`src/rtl/buck_seq_pkg.sv`:
```
package buck_seq_pkg;
    typedef enum logic [2:0] {
        SEQ_IDLE    = 3'd0,
        SEQ_WAIT    = 3'd1,
        SEQ_RAMP    = 3'd2,
        SEQ_RUN     = 3'd3,
        SEQ_BACKOFF = 3'd4
    } seq_state_t;
endpackage

```
`src/rtl/buck_gate_decode.sv`:
```
module buck_gate_decode (
    input  logic       en_pin,
    input  logic       sel_pin,
    input  logic       sw_en0,
    input  logic       sw_en1,
    input  logic [1:0] mode_bits,
    output logic       gate,
    output logic       fpwm
);
    logic chosen_en;

    always_comb begin
        chosen_en = sel_pin ? sw_en1 : sw_en0;
        gate      = en_pin & chosen_en;
        fpwm      = mode_bits[sel_pin];
    end
endmodule

```
`src/rtl/buck_ilim_counter.sv`:
```
module buck_ilim_counter #(
    parameter int LIMIT_RUN = 16
) (
    input  logic clk,
    input  logic rst_n,
    input  logic active,
    input  logic tick,
    input  logic hit,
    output logic trip
);
    localparam int CNT_W = $clog2(LIMIT_RUN + 1);
    localparam logic [CNT_W-1:0] LAST = CNT_W'(LIMIT_RUN - 1);

    typedef struct packed {
        logic [CNT_W-1:0] cnt;
    } ilim_t;

    ilim_t st_d, st_q;

    always_comb begin
        st_d = st_q;
        trip = active & tick & hit & (st_q.cnt == LAST);
        if (!active) begin
            st_d.cnt = '0;
        end else if (tick) begin
            if (!hit || trip) st_d.cnt = '0;
            else              st_d.cnt = st_q.cnt + 1'b1;
        end
    end

    always_ff @(posedge clk or negedge rst_n) begin
        if (!rst_n) st_q <= '0;
        else        st_q <= st_d;
    end

    AST_ILIM_BOUND: assert property (@(posedge clk) disable iff (!rst_n)
        st_q.cnt <= LAST);
    AST_MISS_CLEARS: assert property (@(posedge clk) disable iff (!rst_n)
        (tick && !hit) |=> (st_q.cnt == '0));
endmodule

```
`src/rtl/buck_run_sequencer.sv`:
```
module buck_run_sequencer
    import buck_seq_pkg::*;
#(
    parameter int DELAY_CYC  = 1000000,
    parameter int HICCUP_CYC = 340000000,
    parameter int LIMIT_RUN  = 16
) (
    input  logic       clk,
    input  logic       rst_n,
    input  logic       en_pin,
    input  logic       sel_pin,
    input  logic       sw_en0,
    input  logic       sw_en1,
    input  logic [1:0] mode_bits,
    input  logic       delay_en,
    input  logic       discharge_en,
    input  logic       uvlo_flag,
    input  logic       ovp_flag,
    input  logic       ot_flag,
    input  logic       cyc_tick,
    input  logic       ilim_hit,
    input  logic       ss_done,
    input  logic       ramp_up,
    input  logic       ramp_dn,
    input  logic       regs_reset,
    output logic       run_switching,
    output logic       force_pwm,
    output logic       power_stage_hiz,
    output logic       discharge_on,
    output logic [7:0] monitor
);
    localparam int TMAX  = (DELAY_CYC > HICCUP_CYC) ? DELAY_CYC : HICCUP_CYC;
    localparam int TMR_W = $clog2(TMAX + 1);
    localparam logic [TMR_W-1:0] WAIT_LAST = TMR_W'(DELAY_CYC - 1);
    localparam logic [TMR_W-1:0] BACK_LAST = TMR_W'(HICCUP_CYC - 1);

    typedef struct packed {
        seq_state_t       state;
        logic [TMR_W-1:0] tmr;
    } seq_t;

    seq_t s_d, s_q;
    logic gate, fpwm, fault, armed, swon, trip;

    buck_gate_decode u_decode (
        .en_pin    (en_pin),
        .sel_pin   (sel_pin),
        .sw_en0    (sw_en0),
        .sw_en1    (sw_en1),
        .mode_bits (mode_bits),
        .gate      (gate),
        .fpwm      (fpwm)
    );

    buck_ilim_counter #(.LIMIT_RUN(LIMIT_RUN)) u_ilim (
        .clk    (clk),
        .rst_n  (rst_n),
        .active (swon),
        .tick   (cyc_tick),
        .hit    (ilim_hit),
        .trip   (trip)
    );

    always_comb begin
        fault = uvlo_flag | ovp_flag | ot_flag;
        armed = (s_q.state == SEQ_RAMP) || (s_q.state == SEQ_RUN);
        swon  = armed & gate & ~fault;

        s_d = s_q;
        if (!gate) begin
            s_d.state = SEQ_IDLE;
        end else begin
            unique case (s_q.state)
                SEQ_IDLE:    s_d.state = delay_en ? SEQ_WAIT : SEQ_RAMP;
                SEQ_WAIT:    if (s_q.tmr == WAIT_LAST) s_d.state = SEQ_RAMP;
                SEQ_RAMP:    if (trip) s_d.state = SEQ_BACKOFF;
                             else if (ss_done) s_d.state = SEQ_RUN;
                SEQ_RUN:     if (trip) s_d.state = SEQ_BACKOFF;
                SEQ_BACKOFF: if (s_q.tmr == BACK_LAST) s_d.state = SEQ_RAMP;
                default:     s_d.state = SEQ_IDLE;
            endcase
        end

        if (s_d.state != s_q.state)
            s_d.tmr = '0;
        else if (s_q.state == SEQ_WAIT || s_q.state == SEQ_BACKOFF)
            s_d.tmr = s_q.tmr + 1'b1;
        else
            s_d.tmr = '0;

        run_switching   = swon;
        force_pwm       = fpwm;
        power_stage_hiz = (s_q.state == SEQ_BACKOFF);
        discharge_on    = discharge_en & ~gate;
        monitor = { (s_q.state == SEQ_RUN) & gate,
                    uvlo_flag,
                    ovp_flag,
                    ramp_up | (s_q.state == SEQ_RAMP),
                    ramp_dn,
                    regs_reset,
                    ot_flag,
                    gate };
    end

    always_ff @(posedge clk or negedge rst_n) begin
        if (!rst_n) begin
            s_q.state <= SEQ_IDLE;
            s_q.tmr   <= '0;
        end else begin
            s_q <= s_d;
        end
    end

    AST_OFF_NO_RUN: assert property (@(posedge clk) disable iff (!rst_n)
        !en_pin |-> (!run_switching && !monitor[0]));
    AST_FAULT_QUIET: assert property (@(posedge clk) disable iff (!rst_n)
        (uvlo_flag || ovp_flag || ot_flag) |-> !run_switching);
    AST_HIZ_QUIET: assert property (@(posedge clk) disable iff (!rst_n)
        power_stage_hiz |-> !run_switching);
    AST_TRIP_BACKOFF: assert property (@(posedge clk) disable iff (!rst_n)
        (trip && gate) |=> power_stage_hiz);
    AST_PGOOD_AFTER_RAMP: assert property (@(posedge clk) disable iff (!rst_n)
        $rose(monitor[7]) |-> $past(monitor[4]));
endmodule

```
`config.mk`:
```
export PLATFORM = sky130hd
export DESIGN_NAME = buck_run_sequencer
export DESIGN_NICKNAME = d
export VERILOG_FILES = /design/src/rtl/buck_seq_pkg.sv /design/src/rtl/buck_gate_decode.sv /design/src/rtl/buck_ilim_counter.sv /design/src/rtl/buck_run_sequencer.sv
export SDC_FILE = /design/constraint.sdc
export NUM_CORES = 1
export LEC_CHECK = 0
export CAP_MARGIN = 20
export CORE_ASPECT_RATIO = 1.5
export CORE_UTILIZATION = 65
export DETAILED_ROUTE_END_ITERATION = 8
export DONT_BUFFER_PORTS = 1
export GPL_ROUTABILITY_DRIVEN = 0
export PLACE_DENSITY = 0.81
export RECOVER_POWER = 50
export SLEW_MARGIN = 20
export SYNTH_ARGS = -nofsm -noshare
export SYNTH_HDL_FRONTEND = slang
export SYNTH_SLANG_ARGS = --single-unit
```
`constraint.sdc`:
```
create_clock -name clk -period 3.2 [get_ports clk]
set_input_delay 0.64 -clock clk [delete_from_list [all_inputs] [get_ports clk]]
set_output_delay 0.64 -clock clk [all_outputs]
set_load 0.05 [all_outputs]
```
==> metrics.txt <==
post-cts sizing count=0; Crit path top cell by count=inv_1; Seq/Total Area, Yosys=0.413; Routed WL per cell=roughly 16 um; Fmax=414 MHz; Post-Synthesis Cells=approximately 240; CTS tree=done; All-Layer GR Usage=0.284; Starting DRT DRC Count=48; Final min period=approximately 2.4 ns; # diodes=0; required time worst endpoint=roughly 2.6 ns; Slew Limit Fails=0; Worst-Skew Late Latency=0.29 ns; Critical Path Max Stage Delay=0.39 ns; Worst-Margin Slew=around 0.54 ns; GR Util met2=0.500; grt total ovfl=0; Final nets=259; initial core utilization=0.696; unrepaired setup endpoints after global routing=no; DRC=0; PwrDens=426 nW/um2; critical path peak fanout=6; crit start category=primary input; GR met3 Demand/Resource=0.0642; CTS H-Tree Depth=2; die area=3690 um2; DP Wirelength=3.18 mm; flop2flop setup slack=0.99 ns; CTS Sinks=37; root buf cell=clkbuf_8; worst r2r src=u_ilim.st_q[0]$_DFFE_PN0P_; Reg2Reg Depth=8; top_reg_cell synth=dfrtp_1; via count=between 1500 and 2000; vias in the first global route=1800; Slowest cell on crit path=inv_1; number of fill cells in the layout=230; number of synthesized register bits=37; number of buffers created by CTS=5; first-pass GRT wire length=7.77 mm; Post-synth ARST share=1.00; Worst Hold Class=in2async; initial antenna violation count=0; FP Rows=25; DR vias/cell=approximately 6.4; hold_buf cts=0; top cells by area in the synthesized netlist=dfrtp_1, nor3_1, xnor2_1, nor2_1, xor2_1; outcome=finished clean; CORE AREA=approximately 3200 um2; Setup TNS=0 ns; commonest non-fill, non-tap cell in the layout=dfrtp_1; Yosys warnings=0; Synth top area share=0.413; Top delay family on crit path=buffers and inverters; worst-path cell chain=mux2i_1 -> nand2b_1 -> inv_1 -> nand3_1 -> inv_1; Fin Hold WS=between 0.03 and 0.04 ns; Setup Fix Bufs, Post-CTS=0; CTS Buffer Depth=2; WS Path Type=in2out; CP Capture Type=primary output; gr busiest metal=met2; M1 GR Usage=0.314; Syn Std Cell Area=2240 um2; P_leak=between 0.9 and 1 nW; Pre-Repair DR Iteration Count=4; largest net degree at the start of global routing=38; Tcrit/Tclk final=0.755; I/O pins=31; port bufs=0; buffer and inverter count on the worst path=2; antenna-violating nets left=0; max_cap viols=0; Worst-path clk slew=roughly 0.070 ns; number of flops mapped to enable cells by yosys=0; leading area contributor after synthesis=dfrtp_1; Syn Nets=260; Die W=49.9 um; final hold violations=0; layout cells sized above 1=0.113; area delta synth->final=4.97%; Netlist cell types=43; final wirelength=between 4 and 5 mm; syn_area_per_cell=between 9 and 10 um2; critical path arrival=1.77 ns; skew final=between 0.005 and 0.006 ns; chip height=around 74 um; Setup-failing EPs final=0; peak supply drop=between 400 and 500 uV; end of the worst register-to-register path=s_q[13]$_DFF_PN0_; relative max-transition margin=0.639; commonest cells after routing, fill and taps aside=dfrtp_1, nor3_1, nor2_1
how the worst max path moves through the flow:
stage                       start            end  slack [ns]  depth (start not counted)
final                     sel_pin  run_switching        0.79                          5
after CTS                 sel_pin  run_switching        0.79                          5
after global placement    sel_pin  run_switching        0.85                          5
after global routing      sel_pin  run_switching        0.66                          5
after floorplan           sel_pin  run_switching        0.97                          5
after detailed placement  sel_pin  run_switching        0.79                          5
per-layer routing:
| metal | vias up | share of wire |
|---|---|---|
| met5 | - | 0 |
| met4 | 0 | 0.020 |
| met3 | 10 | 0.044 |
| met2 | 57 | 0.54 |
| met1 | 864 | 0.39 |
| li1 | 842 | - |
where the power goes:
part / internal, mW / leakage, nW / switching [mW]
Combinational: 0.0165 / 0.320 / 0.0356
Clock: 0.309 / 0.0681 / 0.165
Sequential: 0.470 / 0.516 / 0.00447
Total: 0.796 / 0.904 / 0.205
per-stage QoR:
step                      power [mW]   util  setup slack, ns  instances  area (um2)
after floorplan                0.547      -            0.971        238        2240
after global placement         0.534  0.689            0.853        270        2220
after detailed placement       0.535  0.689            0.792        270        2220
after CTS                       1.01  0.730            0.788        278        2350
after global routing            1.03  0.730            0.659        278        2350
final                           1.00  0.730            0.785        278        2350
cell type report:
type	count	area, um2	area share
Timing Repair Buffer	5	37.5	0.0160
Clock buffer	5	68.8	0.0293
Inverter	9	33.8	0.0144
Tap cell	40	50.0	0.0213
Sequential cell	37	926	0.394
Clock inverter	3	65.1	0.0277
Multi-Input combinational cell	179	1170	0.498
sequential cells by signal, indices dropped and copies added, names as in the netlist:
name,cells
s_q,32
u_ilim.st_q,5
cells by family after synthesis:
logic type | Yosys count | synth area share
XOR/XNOR | 27 | 0.106
AND/OR/NAND/NOR | 129 | 0.331
AO/OA/AOI/OAI | 16 | 0.0480
buffers and inverters | 22 | 0.0670
flip-flops | 37 | 0.413
adder cells (fa/ha/maj) | 3 | 0.0168
multiplexers | 4 | 0.0190
synthesized netlist by cell type, drive strengths merged, types with 3 or more instances:
library cell	n
nand2b	6
nand4	11
ha	3
clkbuf	5
and4	4
nand3	8
nor4bb	3
buf	8
nor3b	4
nor3	37
nor2	21
dfrtp	37
xnor2	18
and3	5
nor4	7
o21ai	4
nand2	15
inv	9
xor2	9
a21oi	3
worst reg2reg max path, cell delays in order, from the launching register on:
cell and delay [ns]:
dfrtp_1 0.41, ha_1 0.23, and3_1 0.19, ha_1 0.19, and4_1 0.23, a311oi_1 0.34
a31oi_2 0.06, buf_4 0.24, nor3_1 0.22
Note: power is estimated with default switching activity, not from simulation.
